===== src/rtl/irq_pkg.sv =====
package irq_pkg;
  localparam int NSRC  = 5;
  localparam int VEC_W = 3;
  localparam int NEXT  = 2;
  localparam int REG_W = 8;
  typedef logic [NSRC-1:0] src_vec_t;
  typedef enum logic [VEC_W-1:0] {
    SRC_EX0 = 3'd0,
    SRC_TM0 = 3'd1,
    SRC_EX1 = 3'd2,
    SRC_TM1 = 3'd3,
    SRC_SER = 3'd4
  } src_id_e;
endpackage


===== src/rtl/irq_flags.sv =====
module irq_flags
  import irq_pkg::*;
(
  input  logic            clk_i,
  input  logic            rst_ni,
  input  logic            tick_i,
  input  logic [NEXT-1:0] ext_n_i,
  input  logic [NEXT-1:0] ext_edge_i,
  input  logic [NEXT-1:0] tmr_ovf_i,
  input  logic            ser_i,
  input  src_vec_t        clr_i,
  output src_vec_t        pend_o,
  output src_vec_t        poll_o
);
  logic [NEXT-1:0] ext_q, ie_q, tf_q, ie_nxt;

  for (genvar g = 0; g < NEXT; g++) begin : g_src
    logic ie_kept;
    assign ie_kept   = ie_q[g] & ~(clr_i[2*g] & ext_edge_i[g]);
    assign ie_nxt[g] = !tick_i        ? ie_kept :
                       ext_edge_i[g]  ? (ie_kept | (ext_q[g] & ~ext_n_i[g])) :
                                        ~ext_n_i[g];

    always_ff @(posedge clk_i or negedge rst_ni) begin
      if (!rst_ni) begin
        ext_q[g] <= 1'b1;
        ie_q[g]  <= 1'b0;
        tf_q[g]  <= 1'b0;
      end else begin
        if (tick_i) ext_q[g] <= ext_n_i[g];
        ie_q[g] <= ie_nxt[g];
        tf_q[g] <= (tf_q[g] & ~clr_i[2*g+1]) | tmr_ovf_i[g];
      end
    end


    tmr_clr_chk: assert property (@(posedge clk_i) disable iff (!rst_ni)
      (clr_i[2*g+1] && !tmr_ovf_i[g]) |=> !tf_q[g]);

    edge_clr_chk: assert property (@(posedge clk_i) disable iff (!rst_ni)
      (clr_i[2*g] && ext_edge_i[g] && !tick_i) |=> !ie_q[g]);
  end

  assign pend_o = {ser_i, tf_q[1], ie_q[1], tf_q[0], ie_q[0]};
  assign poll_o = {ser_i, tf_q[1], ie_nxt[1], tf_q[0], ie_nxt[0]};
endmodule


===== src/rtl/irq_pick.sv =====
module irq_pick
  import irq_pkg::*;
(
  input  src_vec_t               elig_i,
  input  src_vec_t               pri_i,
  input  logic                   allow_lo_i,
  input  logic                   allow_hi_i,
  output logic                   valid_o,
  output logic                   hi_o,
  output logic [VEC_W-1:0]       idx_o
);
  src_vec_t hi_c, lo_c, win;

  assign hi_c = elig_i &  pri_i & {NSRC{allow_hi_i}};
  assign lo_c = elig_i & ~pri_i & {NSRC{allow_lo_i}};
  assign hi_o = |hi_c;
  assign win  = hi_o ? hi_c : lo_c;
  assign valid_o = |win;

  // lowest index wins inside the chosen level
  always_comb begin
    idx_o = '0;
    for (int i = NSRC - 1; i >= 0; i--)
      if (win[i]) idx_o = VEC_W'(i);
  end

  always_comb begin

    if (valid_o) vec_range_chk: assert (idx_o < VEC_W'(NSRC));
  end
endmodule


===== src/rtl/irq_ins.sv =====
module irq_ins (
  input  logic clk_i,
  input  logic rst_ni,
  input  logic take_i,
  input  logic take_hi_i,
  input  logic reti_i,
  output logic ins_lo_o,
  output logic ins_hi_o
);
  always_ff @(posedge clk_i or negedge rst_ni) begin
    if (!rst_ni) begin
      ins_lo_o <= 1'b0;
      ins_hi_o <= 1'b0;
    end else if (take_i) begin
      if (take_hi_i) ins_hi_o <= 1'b1;
      else           ins_lo_o <= 1'b1;
    end else if (reti_i) begin
      if (ins_hi_o) ins_hi_o <= 1'b0;
      else          ins_lo_o <= 1'b0;
    end
  end


  reti_hi_chk: assert property (@(posedge clk_i) disable iff (!rst_ni)
    (reti_i && !take_i && ins_hi_o) |=> (!ins_hi_o && ins_lo_o == $past(ins_lo_o)));

  nest_chk: assert property (@(posedge clk_i) disable iff (!rst_ni)
    take_i |-> (!ins_hi_o && !(ins_lo_o && !take_hi_i)));
endmodule


===== src/rtl/irq_arbiter.sv =====
module irq_arbiter
  import irq_pkg::*;
(
  input  logic             clk_i,
  input  logic             rst_ni,
  input  logic             tick_i,
  input  logic             reg_we_i,
  input  logic             reg_sel_i,
  input  logic [REG_W-1:0] reg_wdata_i,
  output logic [REG_W-1:0] en_reg_o,
  output logic [REG_W-1:0] pri_reg_o,
  input  logic [NEXT-1:0]  ext_n_i,
  input  logic [NEXT-1:0]  ext_edge_i,
  input  logic [NEXT-1:0]  tmr_ovf_i,
  input  logic             ser_i,
  output logic [NSRC-1:0]  pend_o,
  output logic             irq_req_o,
  output logic [VEC_W-1:0] irq_vec_o,
  input  logic             irq_ack_i,
  input  logic             reti_i
);
  localparam int GATE_BIT = REG_W - 1;

  logic     gate_q;
  src_vec_t en_q, pri_q, samp_q, poll, clr, elig;
  logic     ins_lo, ins_hi, valid, pick_hi, take;
  logic [VEC_W-1:0] idx;

  always_ff @(posedge clk_i or negedge rst_ni) begin
    if (!rst_ni) begin
      gate_q <= 1'b0;
      en_q   <= '0;
      pri_q  <= '0;
    end else if (reg_we_i) begin
      if (!reg_sel_i) begin
        gate_q <= reg_wdata_i[GATE_BIT];
        en_q   <= reg_wdata_i[NSRC-1:0];
      end else begin
        pri_q  <= reg_wdata_i[NSRC-1:0];
      end
    end
  end

  assign en_reg_o  = {gate_q, {(REG_W-NSRC-1){1'b0}}, en_q};
  assign pri_reg_o = {{(REG_W-NSRC){1'b0}}, pri_q};

  irq_flags u_flags (
    .clk_i, .rst_ni, .tick_i, .ext_n_i, .ext_edge_i, .tmr_ovf_i, .ser_i,
    .clr_i(clr), .pend_o, .poll_o(poll)
  );

  // acknowledge wins over a coincident poll: nothing is offered until next tick
  always_ff @(posedge clk_i or negedge rst_ni) begin
    if (!rst_ni)     samp_q <= '0;
    else if (take)   samp_q <= '0;
    else if (tick_i) samp_q <= poll;
  end

  assign elig = samp_q & en_q & {NSRC{gate_q}};

  irq_pick u_pick (
    .elig_i(elig), .pri_i(pri_q),
    .allow_lo_i(!ins_hi && !ins_lo), .allow_hi_i(!ins_hi),
    .valid_o(valid), .hi_o(pick_hi), .idx_o(idx)
  );

  assign irq_req_o = valid;
  assign irq_vec_o = idx;
  assign take      = irq_ack_i & valid;
  assign clr       = take ? src_vec_t'(1) << idx : '0;

  irq_ins u_ins (
    .clk_i, .rst_ni, .take_i(take), .take_hi_i(pick_hi), .reti_i,
    .ins_lo_o(ins_lo), .ins_hi_o(ins_hi)
  );


  gate_chk: assert property (@(posedge clk_i) disable iff (!rst_ni)
    irq_req_o |-> en_reg_o[GATE_BIT]);

  ack_drop_chk: assert property (@(posedge clk_i) disable iff (!rst_ni)
    (irq_ack_i && irq_req_o) |=> !irq_req_o);

  hi_block_chk: assert property (@(posedge clk_i) disable iff (!rst_ni)
    ins_hi |-> !irq_req_o);

  mask_chk: assert property (@(posedge clk_i) disable iff (!rst_ni)
    irq_req_o |-> en_reg_o[irq_vec_o]);
endmodule


===== config.mk =====
export PLATFORM = sky130hd
export DESIGN_NAME = irq_arbiter
export DESIGN_NICKNAME = d
export VERILOG_FILES = /design/src/rtl/irq_pkg.sv /design/src/rtl/irq_flags.sv /design/src/rtl/irq_pick.sv /design/src/rtl/irq_ins.sv /design/src/rtl/irq_arbiter.sv
export SDC_FILE = /design/constraint.sdc
export NUM_CORES = 1
export LEC_CHECK = 0
export ABC_AREA = 1
export BUFFER_PORTS_ARGS = -buffer_cell sky130_fd_sc_hd__buf_2
export CAP_MARGIN = 20
export CORE_MARGIN = 2
export CORE_UTILIZATION = 40
export CTS_CLUSTER_SIZE = 14
export DETAILED_ROUTE_END_ITERATION = 10
export GPL_TIMING_DRIVEN = 0
export PLACE_DENSITY = 0.66
export SETUP_SLACK_MARGIN = 0.2
export SYNTH_ARGS = -nofsm -noshare
export SYNTH_HDL_FRONTEND = slang
export SYNTH_SLANG_ARGS = --single-unit

===== constraint.sdc =====
create_clock -name clk_i -period 2.2 [get_ports clk_i]
set_clock_uncertainty 0.05 [all_clocks]
set_input_delay 0.22 -clock clk_i [delete_from_list [all_inputs] [get_ports clk_i]]
set_output_delay 0.22 -clock clk_i [all_outputs]
set_load 0.1 [all_outputs]

==> impl_metrics.tcl, run 1 <==
set metrics [dict create \
    die_area_mm2 0.003846 \
    dominantRegCellSynth "dfrtp_1" \
    rows 21 \
    drtIter0Drc 27 \
    fin_crit_sh_pct 101.7 \
    ys_seq_area_share_pct 44.80 \
    hold_path_class "input port to flop" \
    crit_chain "nand2_2 -> nor2_2 -> nand2_2 -> nand2_4 -> nor2_4 -> nand3_2 -> nand2_4 -> nand3_4 -> o21ai_4 -> buf_12" \
    diodes 0 \
    drt-total-wl_um 3416 \
    routed_via_density 4.590 \
    timing.rr.start "en_q[4]" \
    min_to "u_flags.pend_o[1]" \
    clkTransAtPathRegs_ns 0.14 \
    hold-path-cell-count 3 \
    core_area_mm2 0.003284 \
    async_flop_share_pct 100.0 \
    max_freq_ghz 0.4468 \
    routabilityCongestion 0.8126 \
    start_kind "flop" \
    ys_ff_latch 24 \
    grt_max_degree 25 \
    synth_edf_count 0 \
    grt-ovfl-total 0 \
    cpMaxStageDelayCell "dfrtp_4" \
    track_usage_pct 18.82 \
    drc 0 \
    ir_drop_v 0.0004576 \
    start_util_pct 40.99 \
    crit_type "flop to output pin" \
    worst_pin_slew_ns 0.5331 \
    leakage_nw 1.069 \
    arrival_ns 1.97 \
    syn-instance-count 175 \
    fin_setup_tns_ns -0.08025 \
    cts_tree "done" \
    numPortBuffers 39 \
    cts-buffers-inserted 3 \
    cts.sinks 24 \
    finalNetCount 267 \
    ioPinCount 47 \
    h-tree-depth 1 \
    fp.dieW_um 62.02 \
    hold_viol 0 \
    grt_first_pass_wirelength_um 5306 \
    power.density_mw_per_mm2 983.1 \
    grt_pass1_vias 1177 \
    synthesis.area_mm2 0.001346 \
    drv_cap 0 \
    total_power_mw 2.080 \
    period_needed_ns 2.238 \
    slew_headroom_pct 64.46 \
    die_h_um 62.02 \
    crit_family "simple AND/OR/NAND/NOR gates" \
    wire_per_inst_um 11.78 \
    outcome "finished with violations" \
    regToRegSetupSlack_ns 0.11 \
    required_ns 1.93 \
    cp_max_fo 5 \
    fin_ws_ns -0.03823 \
    crit_path_end_kind "output pin" \
    drv_slew 0 \
    drive_gt1_share_pct 54.92 \
    yosys-top-cells-area "dfrtp_1 41%, nand2_1 13%, inv_1 5.6%" \
    yosys.area.top_type "dfrtp_1" \
    rr_endpoint "samp_q[0]" \
    r2r_cells 15 \
    vias 1331 \
    netlist.area_leader.share_pct 40.89 \
    worstSetupPathDepth 10 \
    rsz0062_at_grt "true" \
    hpwl_um 2278 \
    final-setup-viol-count 3 \
    cts.path.max_buffers 2 \
    drtAntennaViolNets 0 \
    antenna_found_initial 0 \
    clk-insertion-delay-late_ns 0.32 \
    first_pass_iters 4 \
    avgSynthCellArea_um2 7.693 \
    holdCritStartpoint "tmr_ovf_i[0]" \
    ys_types 25 \
    violations "negative setup slack" \
    synth-warning-count 0 \
    area_growth_pct 57.16 \
    clockRootBuffer "clkbuf_4" \
    critPathBufInv 1 \
    slowest_delay_ns 0.50 \
]
==> area by class of cell <==
type / count / area [um^2]
buffer: 10 / 71.32
inverter: 23 / 88.84
sequential: 24 / 641.9
clock buffer: 3 / 22.52
timing repair buffer: 61 / 430.4
multi-input combinational: 122 / 773.2
clock inverter: 1 / 30.03
fill: 279 / 1169
tap: 46 / 57.56
==> worst max-delay path by stage <==
stage / from / to / slack [ns]
5_1_grt: en_q[4] / irq_vec_o[0] / -0.15
3_5_place_dp: gate_q / irq_vec_o[1] / 0.03
4_1_cts: gate_q / irq_vec_o[0] / 0.02
6_report: en_q[4] / irq_vec_o[0] / -0.04
3_3_place_gp: gate_q / irq_vec_o[1] / 0.05
2_1_floorplan: en_q[4] / samp_q[0] / -0.29
==> worst register-to-register path: cells and delay by family, from the launching register on <==
kind,cells,cell delay [ns]
buffers and inverters,1,0.03
DFF,1,0.50
AOI/OAI and AO/OA,1,0.24
and+or+nand+nor,13,1.18
==> power by group <==
group	total (mW)	switching [mW]	internal [mW]
Combinational	1.17	0.808	0.358
Sequential	0.592	0.0630	0.529
Clock	0.323	0.139	0.184
==> state kept, by name, indices dropped and copies added (netlist names) <==
name            flops
en_q                5
pri_q               5
samp_q              5
u_flags.pend_o      4
u_flags.ext_q       2
gate_q              1
u_ins.ins_hi_o      1
u_ins.ins_lo_o      1
==> repair_timing <==
action | 4_1_cts | 5_1_grt
pin swaps | 11 | 12
setup endpoints to repair | 7 | 13
endpoints found under the hold margin | 22 | 0
resized for setup | 28 | 20
hold buffers | 1 | 0
setup buffers | 13 | 8
==> per-layer routing <==
layer,global-route usage [%],wire length (um),vias up
met5,0,0,-
li1,-,-,670
met2,30.51,1776,36
met1,25.69,1452,617
met4,7.599,62,0
met3,2.070,125,8
==> cells in the final DEF (no fill, tap or decap), types with 2 or more instances in the layout <==
cell      instances
buf_4            28
nand2_4           6
buf_6             2
buf_2            35
nor2_4            9
clkbuf_4          3
buf_12            4
nand3_2           8
dfrtp_1          11
nand2_2           9
conb_1            5
inv_1            16
nor3_1            3
inv_2             6
nand3_1           4
dfrtp_4          10
nor2_1           10
o21ai_0          14
nor2_2            2
nand2_1          37
nand3_4           2
a21oi_1           4
dfstp_2           2
==> cells by family (layout without fill, tap and decap cells) <==
logic type	count (synthesis)	after routing	share of synthesized area, %
flip-flops	24	24	44.80
AND/OR/NAND/NOR	92	92	32.44
AO/OA/AOI/OAI	25	25	10.78
other	1	5	0.2785
buffers and inverters	33	98	11.71
==> Yosys cell counts (2+ instances only) <==
| master | number |
|---|---|
| nand3_2 | 4 |
| dfrtp_1 | 22 |
| buf_4 | 9 |
| nand2_2 | 6 |
| a21oi_1 | 4 |
| inv_2 | 3 |
| nand3_1 | 10 |
| dfstp_2 | 2 |
| inv_1 | 20 |
| nor3_1 | 3 |
| nand2_1 | 46 |
| o21ai_0 | 15 |
| nor2_1 | 13 |
| nor2_2 | 7 |
==> metrics by stage <==
step	setup slack (ns)	hold WS, ns	instance area [um^2]	util (%)	cells
2_1_floorplan	-0.2852	-0.1256	1456	-	179
3_3_place_gp	0.04999	0.1877	1709	52.04	264
3_5_place_dp	0.03389	0.1904	1709	52.04	264
4_1_cts	0.02093	0.01404	1977	60.19	282
5_1_grt	-0.1530	0.02462	2116	64.42	290
6_report	-0.03823	0.03491	2116	64.42	290
No activity file was read; power rests on OpenSTA's default activity.
==> run 2, diff against run 1 <==
Settings changed: CELL_PAD_IN_SITES_DETAIL_PLACEMENT from default to 1, CELL_PAD_IN_SITES_GLOBAL_PLACEMENT from default to 2, CORE_UTILIZATION 40 to 27, GPL_TIMING_DRIVEN 0 to default, PLACE_DENSITY 0.66 to default, PLACE_DENSITY_LB_ADDON from default to 0.1, SETUP_SLACK_MARGIN 0.2 to 0.02.
==> impl_metrics.tcl, run 2 (synthesized netlist as in run 1, its figures left out) <==
set metrics [dict create \
    outcome "finished clean" \
    cts.sinks 24 \
    rows 25 \
    finalNetCount 254 \
    die_area_mm2 0.005567 \
    h-tree-depth 1 \
    fin_area_mm2 0.002052 \
    hpwl_um 3058 \
    period_needed_ns 2.171 \
    worst_pin_slew_ns 0.5851 \
    fp.dieW_um 74.62 \
    ioPinCount 47 \
    grt_first_pass_wirelength_um 6596 \
    grt-ovfl-total 0 \
    hold_viol 0 \
    crit_path_end_kind "output pin" \
    hold_path_class "input port to flop" \
    clockRootBuffer "clkbuf_8" \
    start_util_pct 28.32 \
    vias 1326 \
    final_common_cell "nand2_1" \
    cts_tree "done" \
    multiInputGateArea_um2 790.8 \
    cpMaxStageDelayCell "dfrtp_2" \
    required_ns 1.93 \
    clkTransAtPathRegs_ns 0.09 \
    drv_slew 0 \
    slowest_delay_ns 0.42 \
    drt-total-wl_um 4121 \
    antenna_found_initial 0 \
    fin_ws_ns 0.02945 \
    grt_pass1_vias 1383 \
    first_pass_iters 4 \
    clk-insertion-delay-late_ns 0.27 \
    fin_setup_tns_ns 0 \
    area.sequential_um2 641.9 \
    place_area_mm2 0.001719 \
    max_freq_ghz 0.4607 \
    track_usage_pct 15.55 \
    mostFrequentLayoutCells "36 x nand2_1, 35 x buf_2, 17 x inv_1, 17 x buf_4, 14 x o21ai_0" \
    crit_chain "buf_4 -> nand3_4 -> nor2_4 -> nor2_4 -> nand3_2 -> nand2_2 -> nor2_4 -> nand2_2 -> nor2_4 -> buf_12" \
    ir_drop_v 0.0004674 \
    arrival_ns 1.90 \
    leakage_nw 0.9839 \
    final-setup-viol-count 0 \
    routed_via_density 4.450 \
    crit_type "flop to output pin" \
    wire_per_inst_um 13.83 \
    dp_slack_ns 0.03965 \
    cts.path.max_buffers 2 \
    critPathMostFrequentCell "nor2_4" \
    drive_gt1_share_pct 54.55 \
    diodes 0 \
    numPortBuffers 39 \
    final_cells 298 \
    cp_max_fo 5 \
    drv_cap 0 \
    drtIter0Drc 45 \
    rsz0062_at_grt "true" \
    grt_max_degree 25 \
    fin_crit_sh_pct 98.66 \
    reg.largest.list "en_q: 5 flops, pri_q: 5 flops, samp_q: 5 flops" \
    dp.cells 275 \
    drc 0 \
    hold-path-cell-count 3 \
    core_area_mm2 0.004755 \
    r2r_cells 16 \
    power.density_mw_per_mm2 995.7 \
    routabilityCongestion 0.6866 \
    fill_cells 596 \
    area_growth_pct 52.42 \
    drtAntennaViolNets 0 \
    start_kind "flop" \
    slew_headroom_pct 60.99 \
    die_h_um 74.62 \
    cts-buffers-inserted 3 \
]
==> run 2: cell count changes in the layout (fill, tap and decap cells not counted), sizes merged <==
cell    delta
buf       -12
bufinv     -1
==> run 2: worst paths after layout <==
check                                  from           endpoint  slack (ns)
setup / recovery                     gate_q       irq_vec_o[2]        0.03
hold / removal                 tmr_ovf_i[1]  u_flags.pend_o[3]        0.09
setup reg to reg                    en_q[0]          samp_q[2]        0.09
hold reg to reg            u_flags.ext_q[0]   u_flags.ext_q[0]        0.44
max in group asynchronous            rst_ni            en_q[4]        1.23
min in group asynchronous            rst_ni     u_ins.ins_hi_o        0.43
==> run 2: final cells by class <==
cell class                 count  share of cell area, %
sequential                    24                  31.28
tap                           67                  4.085
timing repair buffer          58                  19.70
multi-input combinational    122                  38.54
clock buffer                   4                  2.195
inverter                      23                  4.207
==> run 2: timing repair <==
item                       CTS  global route
buffers inserted             9             9
setup endpoints to repair    5            10
hold buffers                 1             0
gates resized for setup     14            21
pin swaps                   10            15
hold endpoints to repair    22             0
==> run 2: power by group <==
part	leakage, nW	internal [mW]	switching (mW)	total (mW)
registers	0.272	0.529	0.0648	0.594
clock network	0.0228	0.130	0.149	0.279
logic	0.690	0.349	0.822	1.17
==> run 2: layer usage <==
layer,track usage [%],vias to the layer above,wire length [um]
li1,-,648,-
met1,21.22,648,1775
met2,25.76,26,2166
met3,2.410,4,139
met4,4.365,0,40
met5,0,-,0
==> run 2: critical path, delay by kind of cell (launching register included) <==
kind / cells / cell delay (ns)
simple gates: 8 / 0.88
flops: 1 / 0.42
buf+inv: 2 / 0.32
==> run 2: per-stage QoR <==
step,util [%],hold slack (ns),total power [mW]
4_1_cts,40.00,0.07642,1.962
5_1_grt,43.16,0.09126,2.151
6_report,43.16,0.08957,2.043
2_1_floorplan,-,-0.1256,1.352
3_3_place_gp,36.16,0.2010,1.583
3_5_place_dp,36.16,0.2142,1.601
